===== src/rtl/gpio_irq_pkg.sv =====
package gpio_irq_pkg;

  localparam int DATA_W       = 32;
  // spacing between the three per-channel bit groups of the control word
  localparam int FIELD_STRIDE = 8;

  typedef enum logic [1:0] {
    TRIG_LEVEL = 2'd0,
    TRIG_EDGE  = 2'd1,
    TRIG_BOTH  = 2'd2
  } trig_mode_e;

  // both-edge wins over the single-edge bit
  function automatic trig_mode_e decode_mode(input logic edge_bit, input logic both_bit);
    if (both_bit)      return TRIG_BOTH;
    else if (edge_bit) return TRIG_EDGE;
    else               return TRIG_LEVEL;
  endfunction

endpackage


===== src/rtl/gpio_irq_sync.sv =====
module gpio_irq_sync #(
  parameter int WIDTH = 256
) (
  input  logic             clk,
  input  logic             rst_n,
  input  logic [WIDTH-1:0] async_i,
  output logic [WIDTH-1:0] sync_o
);

  logic [WIDTH-1:0] meta_q;
  logic [WIDTH-1:0] stable_q;

  always_ff @(posedge clk or negedge rst_n) begin
    if (!rst_n) begin
      meta_q   <= '0;
      stable_q <= '0;
    end else begin
      meta_q   <= async_i;
      stable_q <= meta_q;
    end
  end

  assign sync_o = stable_q;

endmodule


===== src/rtl/gpio_irq_regs.sv =====
module gpio_irq_regs
  import gpio_irq_pkg::*;
#(
  parameter int NUM_CH = 8,
  parameter int SEL_W  = 8,
  parameter int FILT_W = 4,
  parameter int ADDR_W = 5
) (
  input  logic                     clk,
  input  logic                     rst_n,
  input  logic                     wr_en,
  input  logic [ADDR_W-1:0]        wr_addr,
  input  logic [DATA_W-1:0]        wr_data,
  input  logic [ADDR_W-1:0]        rd_addr,
  output logic [DATA_W-1:0]        rd_data,
  output logic [NUM_CH-1:0]        edge_en,
  output logic [NUM_CH-1:0]        both_en,
  output logic [NUM_CH-1:0]        inv_en,
  output logic [NUM_CH*SEL_W-1:0]  sel_flat,
  output logic [NUM_CH*FILT_W-1:0] filt_flat
);

  localparam int WORD_W       = ADDR_W - 2;
  localparam int SEL_PER_REG  = DATA_W / SEL_W;
  localparam int NUM_SEL_REGS = NUM_CH / SEL_PER_REG;
  localparam int FILT_BITS    = NUM_CH * FILT_W;
  localparam int SEL_BASE     = 1;
  localparam int FILT_IDX     = SEL_BASE + NUM_SEL_REGS;

  localparam logic [WORD_W-1:0] CTRL_WORD = WORD_W'(0);
  localparam logic [WORD_W-1:0] FILT_WORD = WORD_W'(FILT_IDX);
  localparam logic [DATA_W-1:0] CH_ONES   = DATA_W'((64'd1 << NUM_CH) - 64'd1);
  localparam logic [DATA_W-1:0] CTRL_MASK = CH_ONES
                                          | (CH_ONES << FIELD_STRIDE)
                                          | (CH_ONES << (2 * FIELD_STRIDE));

  logic [DATA_W-1:0]                    ctrl_q, ctrl_d;
  logic [NUM_SEL_REGS-1:0][DATA_W-1:0]  sel_q, sel_d;
  logic [FILT_BITS-1:0]                 filt_q, filt_d;

  logic              wr_hit;
  logic [WORD_W-1:0] wr_word;
  logic              rd_aligned;
  logic [WORD_W-1:0] rd_word;

  assign wr_hit     = wr_en && (wr_addr[1:0] == 2'b00);
  assign wr_word    = wr_addr[ADDR_W-1:2];
  assign rd_aligned = (rd_addr[1:0] == 2'b00);
  assign rd_word    = rd_addr[ADDR_W-1:2];

  // next-state
  always_comb begin
    ctrl_d = ctrl_q;
    sel_d  = sel_q;
    filt_d = filt_q;
    if (wr_hit) begin
      if (wr_word == CTRL_WORD) ctrl_d = wr_data & CTRL_MASK;
      for (int k = 0; k < NUM_SEL_REGS; k++) begin
        if (wr_word == WORD_W'(SEL_BASE + k)) sel_d[k] = wr_data;
      end
      if (wr_word == FILT_WORD) filt_d = wr_data[FILT_BITS-1:0];
    end
  end

  always_ff @(posedge clk or negedge rst_n) begin
    if (!rst_n) begin
      ctrl_q <= '0;
      sel_q  <= '0;
      filt_q <= '0;
    end else if (wr_hit) begin
      ctrl_q <= ctrl_d;
      sel_q  <= sel_d;
      filt_q <= filt_d;
    end
  end

  // read mux
  always_comb begin
    rd_data = '0;
    if (rd_aligned) begin
      if (rd_word == CTRL_WORD) rd_data = ctrl_q;
      for (int k = 0; k < NUM_SEL_REGS; k++) begin
        if (rd_word == WORD_W'(SEL_BASE + k)) rd_data = sel_q[k];
      end
      if (rd_word == FILT_WORD) rd_data = DATA_W'(filt_q);
    end
  end

  assign edge_en   = ctrl_q[0 +: NUM_CH];
  assign both_en   = ctrl_q[FIELD_STRIDE +: NUM_CH];
  assign inv_en    = ctrl_q[2*FIELD_STRIDE +: NUM_CH];
  assign sel_flat  = sel_q;
  assign filt_flat = filt_q;

endmodule


===== src/rtl/gpio_irq_chan.sv =====
module gpio_irq_chan
  import gpio_irq_pkg::*;
#(
  parameter int SEL_W  = 8,
  parameter int FILT_W = 4
) (
  input  logic                  clk,
  input  logic                  rst_n,
  input  logic [(1<<SEL_W)-1:0] pads_sync,
  input  logic [SEL_W-1:0]      pad_sel,
  input  logic [FILT_W-1:0]     filt_len,
  input  logic                  edge_en,
  input  logic                  both_en,
  input  logic                  inv_en,
  output logic                  irq
);

  localparam int CNT_W = FILT_W + 1;

  trig_mode_e       mode;
  logic             pad_raw;
  logic             cond;
  logic [CNT_W-1:0] limit;
  logic [CNT_W-1:0] cnt_q, cnt_d;
  logic             filt_q, filt_d;
  logic             prev_q;

  assign mode    = decode_mode(edge_en, both_en);
  assign pad_raw = pads_sync[pad_sel];
  // inversion only applies outside both-edge mode
  assign cond    = pad_raw ^ (inv_en & ~both_en);
  assign limit   = {filt_len, 1'b0};

  // filter next-state
  always_comb begin
    filt_d = filt_q;
    cnt_d  = cnt_q;
    if (filt_len == '0) begin
      filt_d = cond;
      cnt_d  = '0;
    end else if (cond == filt_q) begin
      cnt_d  = '0;
    end else if (cnt_q + 1'b1 == limit) begin
      filt_d = cond;
      cnt_d  = '0;
    end else begin
      cnt_d  = cnt_q + 1'b1;
    end
  end

  always_ff @(posedge clk or negedge rst_n) begin
    if (!rst_n) begin
      filt_q <= 1'b0;
      cnt_q  <= '0;
      prev_q <= 1'b0;
    end else begin
      filt_q <= filt_d;
      cnt_q  <= cnt_d;
      prev_q <= filt_q;
    end
  end

  always_comb begin
    case (mode)
      TRIG_EDGE: irq = filt_q & ~prev_q;
      TRIG_BOTH: irq = filt_q ^ prev_q;
      default:   irq = filt_q;
    endcase
  end

endmodule


===== src/rtl/gpio_irq_mux.sv =====
module gpio_irq_mux
  import gpio_irq_pkg::*;
#(
  parameter int NUM_CH = 8,
  parameter int SEL_W  = 8,
  parameter int FILT_W = 4,
  parameter int ADDR_W = 5
) (
  input  logic                   clk,
  input  logic                   rst_n,
  input  logic [(1<<SEL_W)-1:0]  pad_i,
  input  logic                   wr_en,
  input  logic [ADDR_W-1:0]      wr_addr,
  input  logic [DATA_W-1:0]      wr_data,
  input  logic [ADDR_W-1:0]      rd_addr,
  output logic [DATA_W-1:0]      rd_data,
  output logic [NUM_CH-1:0]      irq_o
);

  localparam int NUM_PADS = 1 << SEL_W;

  logic                     rst_meta_q;
  logic                     rst_sync_n;
  logic [NUM_PADS-1:0]      pads_sync;
  logic [NUM_CH-1:0]        edge_en;
  logic [NUM_CH-1:0]        both_en;
  logic [NUM_CH-1:0]        inv_en;
  logic [NUM_CH*SEL_W-1:0]  sel_flat;
  logic [NUM_CH*FILT_W-1:0] filt_flat;

  // asynchronous assert, synchronous release
  always_ff @(posedge clk or negedge rst_n) begin
    if (!rst_n) begin
      rst_meta_q <= 1'b0;
      rst_sync_n <= 1'b0;
    end else begin
      rst_meta_q <= 1'b1;
      rst_sync_n <= rst_meta_q;
    end
  end

  gpio_irq_sync #(.WIDTH(NUM_PADS)) u_sync (
    .clk     (clk),
    .rst_n   (rst_sync_n),
    .async_i (pad_i),
    .sync_o  (pads_sync)
  );

  gpio_irq_regs #(
    .NUM_CH (NUM_CH),
    .SEL_W  (SEL_W),
    .FILT_W (FILT_W),
    .ADDR_W (ADDR_W)
  ) u_regs (
    .clk       (clk),
    .rst_n     (rst_sync_n),
    .wr_en     (wr_en),
    .wr_addr   (wr_addr),
    .wr_data   (wr_data),
    .rd_addr   (rd_addr),
    .rd_data   (rd_data),
    .edge_en   (edge_en),
    .both_en   (both_en),
    .inv_en    (inv_en),
    .sel_flat  (sel_flat),
    .filt_flat (filt_flat)
  );

  for (genvar c = 0; c < NUM_CH; c++) begin : g_chan
    gpio_irq_chan #(
      .SEL_W  (SEL_W),
      .FILT_W (FILT_W)
    ) u_chan (
      .clk       (clk),
      .rst_n     (rst_sync_n),
      .pads_sync (pads_sync),
      .pad_sel   (sel_flat[c*SEL_W +: SEL_W]),
      .filt_len  (filt_flat[c*FILT_W +: FILT_W]),
      .edge_en   (edge_en[c]),
      .both_en   (both_en[c]),
      .inv_en    (inv_en[c]),
      .irq       (irq_o[c])
    );
  end

endmodule


===== config.mk =====
export PLATFORM = sky130hd
export DESIGN_NAME = gpio_irq_mux
export DESIGN_NICKNAME = d
export VERILOG_FILES = /design/src/rtl/gpio_irq_pkg.sv /design/src/rtl/gpio_irq_sync.sv /design/src/rtl/gpio_irq_regs.sv /design/src/rtl/gpio_irq_chan.sv /design/src/rtl/gpio_irq_mux.sv
export SDC_FILE = /design/constraint.sdc
export NUM_CORES = 1
export LEC_CHECK = 0
export BUFFER_PORTS_ARGS = -buffer_cell sky130_fd_sc_hd__buf_2
export CAP_MARGIN = 20
export CORE_MARGIN = 4
export CORE_UTILIZATION = 40
export CTS_CLUSTER_DIAMETER = 200
export DETAILED_ROUTE_END_ITERATION = 10
export HOLD_SLACK_MARGIN = 0.05
export PLACE_DENSITY_LB_ADDON = 0.15
export SLEW_MARGIN = 10
export SYNTH_ARGS = -nofsm -noshare
export SYNTH_HDL_FRONTEND = slang
export SYNTH_SLANG_ARGS = --single-unit

===== constraint.sdc =====
create_clock -name clk -period 55.5 [get_ports clk]
set_input_delay 11.1 -clock clk [delete_from_list [all_inputs] [get_ports clk]]
set_output_delay 11.1 -clock clk [all_outputs]
set_load 0.05 [all_outputs]

* Word level (Yosys, flattened, before mapping)
Index checks and enable logic that the tools add are counted.
Storage, ports and cells: bits in registers 690, input port bits 301
Operators by class: reductions and logical operators 33, eq/ne operators 46, $add $sub $neg 8, muxes and demuxes 93, magnitude comparators 8, bitwise logic cells 48
Operator list (count):
- 32-bit two-way mux | 4
- 5-bit two-way mux | 24
- 8-bit by 9-bit < comparator with 1-bit output, second input constant | 8
- 1-bit binary-select mux with 8-bit select | 8
- 5-bit by 1-bit adder with 5-bit output, second input constant | 8
- 5-bit equality test | 8
- 1-bit two-way mux | 40
- 4-bit zero test | 8
- 24-bit two-way mux | 1
- 2-bit AND reduction | 12
- 1-bit bitwise AND | 16
- 2-bit by 1-bit equality test with 1-bit output, second input constant | 8
- 2-bit equality test, second input constant | 8
- 2-bit two-way mux | 8
- 2-bit by 1-bit != test with 1-bit output, second input constant | 8
- 1-bit inverter | 16
- 1-bit one-hot mux with 2 select lines | 8
- 2-bit nonzero test | 8
- 1-bit bitwise XOR | 16
- 3-bit by 2-bit equality test with 1-bit output, second input constant | 4
- 1-bit equality test | 8
- 3-bit by 1-bit equality test with 1-bit output, second input constant | 2
- 3-bit zero test | 2
- 2-bit zero test | 2
- 1-bit logical AND | 1

* Depth between registers and ports, before layout
word-level depth 6, mapped depth 13

* Cells and area by module
A second synthesis with hierarchy kept.
Unflattened totals: cells, all modules 2898, area, all modules 40448.8 sq um
By module, submodules not included:
- gpio_irq_chan | instances 8, cells an instance 248, area an instance 2771.4 sq um
- gpio_irq_sync | instances 1, cells an instance 512, area an instance 12812.3 sq um
- gpio_irq_regs | instances 1, cells an instance 399, area an instance 5411.4 sq um
- gpio_irq_mux | instances 1, cells an instance 3, area an instance 53.8 sq um

* Least setup slack after synthesis
OpenSTA, ideal clock, no wires.
path type in2out, start in rd_addr[2], end out rd_data[13], data arrival time 12.803 ns, slack 31.597 ns, stages 7, data required time 44.400 ns, path through clkbuf_1 buf_1 clkbuf_1 nand2_1 o21ai_0 o22ai_1 nor2_1
On the way: cells in the longest elaborated chain, start to end 6, elaborated cells on any way between the ends 9
Ends and longest elaborated chain:
- start, declared | line gpio_irq_mux.sv:15 | input logic [ADDR_W-1:0] rd_addr,
- 3-bit zero test | line gpio_irq_regs.sv:81 | if (rd_word == CTRL_WORD) rd_data = ctrl_q;
- 24-bit two-way mux | line gpio_irq_regs.sv:81
- 32-bit two-way mux (2 in a row) | line gpio_irq_regs.sv:83 | if (rd_word == WORD_W'(SEL_BASE + k)) rd_data = sel_q[k];
- 32-bit two-way mux * | line gpio_irq_regs.sv:85 | if (rd_word == FILT_WORD) rd_data = DATA_W'(filt_q);
- 32-bit two-way mux * | line gpio_irq_regs.sv:80 | if (rd_aligned) begin
- end, declared | line gpio_irq_mux.sv:16 | output logic [DATA_W-1:0] rd_data,
Mark *: on every way between the ends. The rest lies on a longest branch, timed or not.

* Worst setup path after layout
start in rd_addr[3], end out rd_data[17]
Same word-level chain as after synthesis.

==> qor.txt <==
crit path cell chain - buf_2 > nand2b_1 > o22ai_1 > nor2_1 > buf_2
Final setup viols - 0
Layout Skew - 37.04 ps
Syn Std Cell Area - 40,250 um2
R2R cell count - 10
PwrDens - 40.53 nW/um2
Layout Cells excl Fill - 4,662
Critical Path Most Common Cell - buf_2
core area - 100,000 um2
ratio of cells with drive above 1 in the final layout - 35.58%
launching point of the worst reg2reg path - u_regs.sel_flat[32]
CTS Hold Bufs - 0
HPWL Detailed - 114,800 um
global-route wire length before repair - 235,400 um
predominant post-synthesis flop cell - dfrtp_1
total power - 1.846 mW
nets@finish - 3,614
post-synthesis sequential area ratio - 42.90%
DR vias/cell - 6.787
antenna violations before repair - 8
cell row count - 116
crit path launch - rd_addr[3]
FF+latch count, synth - 690
largest net degree at the start of global routing - 184
slowest stage cell, crit path - nand2b_1
Final Hold Fails - 0
vias in the first global route - 32.33k
Root Driver - clkbuf_16
Initial DRC Count - 3,920
delay-heaviest family, CP - simple AND/OR/NAND/NOR gates
synth warn - 0
crit path launch type - input port
I/O pin count - 341
clk buf depth - 3
Post-synth EDFFs - 0
CTS tree - done
Worst Path Required - 44,400 ps
CTS H-tree depth - 3
average wire per standard cell - 35.10 um
Worst-Margin Slew - 1226 ps
Overflow after GRT - 0
flop-to-flop setup slack - 50,620 ps
Critical Path Max Stage Delay - 700 ps
HP Class - register to asynchronous set/reset pin
unrepaired setup endpoints after global routing - no
Die X - 325.2 um
Post-Synthesis Cells - 3,070
Max Slew Vio Count - 0
R2R Path End - g_chan[4].u_chan.filt_q
Critical Path End Type - primary output
Synth area leaders - dfrtp_1 43%, mux4_2 21%, mux2_2 6.1%
WP data arrival - 13,060 ps
WP depth - 5
footprint of the multi-input gates - 21,450 um2
kind of critical path - input port to primary output
CTS Buf Count - 77
outcome - finished, final reports clean
Worst slew margin - 18.24%
Port-buffer cells - 340
post-CTS setup buffer count - 0
final worst-path cycle share - 43.53%
Die ar. - 105,800 um2
Chip Height - 325.2 um
Leak Pwr - 18.22 nW
final setup TNS - 0 ps
drt total wl - 163,700 um
gpl congestion - 1.026
Area Overhead vs Synth - 13.17%
Worst VDD drop - 0.00002549 V
first-pass iteration count of the detailed router - 6
total of max-cap violations - 0
Syn Nets - 3,387
Worst-path clk slew - 60 ps
Reg area - 17,320 um2
# fillers - 8,938
Async SR Flop Fraction - 100.0%
DRC viols - 0
total number of vias - 31.64k
Tot GR Track Use - 30.43%
Final Hold Slack - 274.7 ps
leading area contributor after synthesis - dfrtp_1
mean post-synth cell area - 13.11 um2
Initial Util - 40.25%
crit path capture - rd_data[17]
Peak Freq - 41.40 MHz
synth unique cells - 77
post-synth top area share - 42.90%
minimum clock period - 24,160 ps
remaining antenna violation count - 0
CTS resizes - 0
placed cell count - 4,510
CP Max Fanout - 34
clk sink count - 690
worst path buffer plus inverter count - 2
Clock Latency Late Sink - 660 ps
how the worst min path moves through the flow:
stage                         end  slack [ps]  depth (start not counted)       start
6_report       u_sync.meta_q[222]         270                          0  rst_sync_n
5_1_grt        u_sync.meta_q[218]         330                          0  rst_sync_n
3_5_place_dp   u_sync.meta_q[223]         300                          0  rst_sync_n
4_1_cts        u_sync.meta_q[223]         300                          0  rst_sync_n
2_1_floorplan          rst_sync_n         330                          0  rst_meta_q
3_3_place_gp   u_sync.meta_q[223]         280                          0  rst_sync_n
report_power, final:
part	internal [mW]	switching, mW	total [mW]
Combinational	0.281	0.397	0.678
Clock	0.309	0.206	0.515
Sequential	0.550	0.103	0.653
stage by stage:
| step | cell area [um2] | utilization (%) | setup WS (ps) |
|---|---|---|---|
| after global placement | 42830 | 42.83 | 31510 |
| after detailed placement | 42830 | 42.83 | 31350 |
| after global routing | 45550 | 45.55 | 31170 |
| after floorplan | 40250 | - | 31600 |
| final | 45550 | 45.55 | 31340 |
| after CTS | 45440 | 45.44 | 31350 |
cells in the final DEF, fill, tap and decap left out, drive strengths merged, types with 16 or more instances in the layout:
cell    count
a211oi     38
a21oi      89
a22oi      30
a31oi      21
buf       415
clkbuf    107
clkinv     20
dfrtp     690
ha         16
inv        57
mux2      219
mux2i     240
mux4      400
nand2     147
nand2b     34
nand3      44
nor2      127
nor2b      56
nor3       81
nor4       46
nor4b      16
o211ai     22
o21ai      39
o221ai     84
o22ai      91
xnor2      30
xor2       31
logic make-up after synthesis:
kind of cell               after synthesis  share of synthesized area [%]
muxes                                  859                          34.70
buffers and inverters                  320                          3.854
DFF                                    690                          42.90
xor gates and xnor gates                63                          1.448
AOI/OAI and AO/OA                      500                          8.763
adders and majority gates               16                         0.4973
and+or+nand+nor                        621                          7.833
other                                    1                       0.009316
final cells by class:
class | count | share of cell area, %
multi-input combinational | 2060 | 47.10
sequential | 690 | 38.01
timing repair buffer | 417 | 5.153
clock buffer | 106 | 4.848
tap | 1298 | 3.565
clock inverter | 37 | 0.8899
inverter | 51 | 0.4203
antenna | 3 | 0.01648
Yosys cell counts, types with 8 or more instances:
cell       instances
dfrtp_1          690
mux4_2           376
mux2i_1          240
mux2_2           219
nand2_1          147
nor2_1           127
clkbuf_1         108
o22ai_1           91
a21oi_1           89
o221ai_1          84
nor3_1            80
buf_2             65
nor2b_1           55
inv_1             48
buf_4             47
nor4_1            46
nand3_1           43
buf_1             39
o21ai_0           39
a211oi_1          38
nand2b_1          34
xor2_1            31
a22oi_1           30
xnor2_1           30
mux4_1            24
o211ai_1          22
a31oi_1           20
ha_1              16
nor4b_1           16
o2111ai_1         15
or4_1             11
and2_1            10
nand4_1           10
nor3b_1           10
or2_2             10
and3_1             8
buf_6              8
o211a_1            8
routing by layer:
metal  wire (um)  GRT usage, %
met5          77        0.3170
met4        9640         15.55
met3       18950         9.610
met2       71350         45.15
met1       63640         40.29
flip-flops by register name, indices dropped and copies added, names as in the netlist:
signal,count
u_regs.filt_flat,32
u_sync.meta_q,256
g_chan.u_chan.filt_q,8
rst_sync_n,1
rst_meta_q,1
u_regs.sel_flat,64
u_sync.sync_o,256
g_chan.u_chan.cnt_q,40
g_chan.u_chan.prev_q,8
u_regs.ctrl_q,24
(Power assumes the default switching activity.)
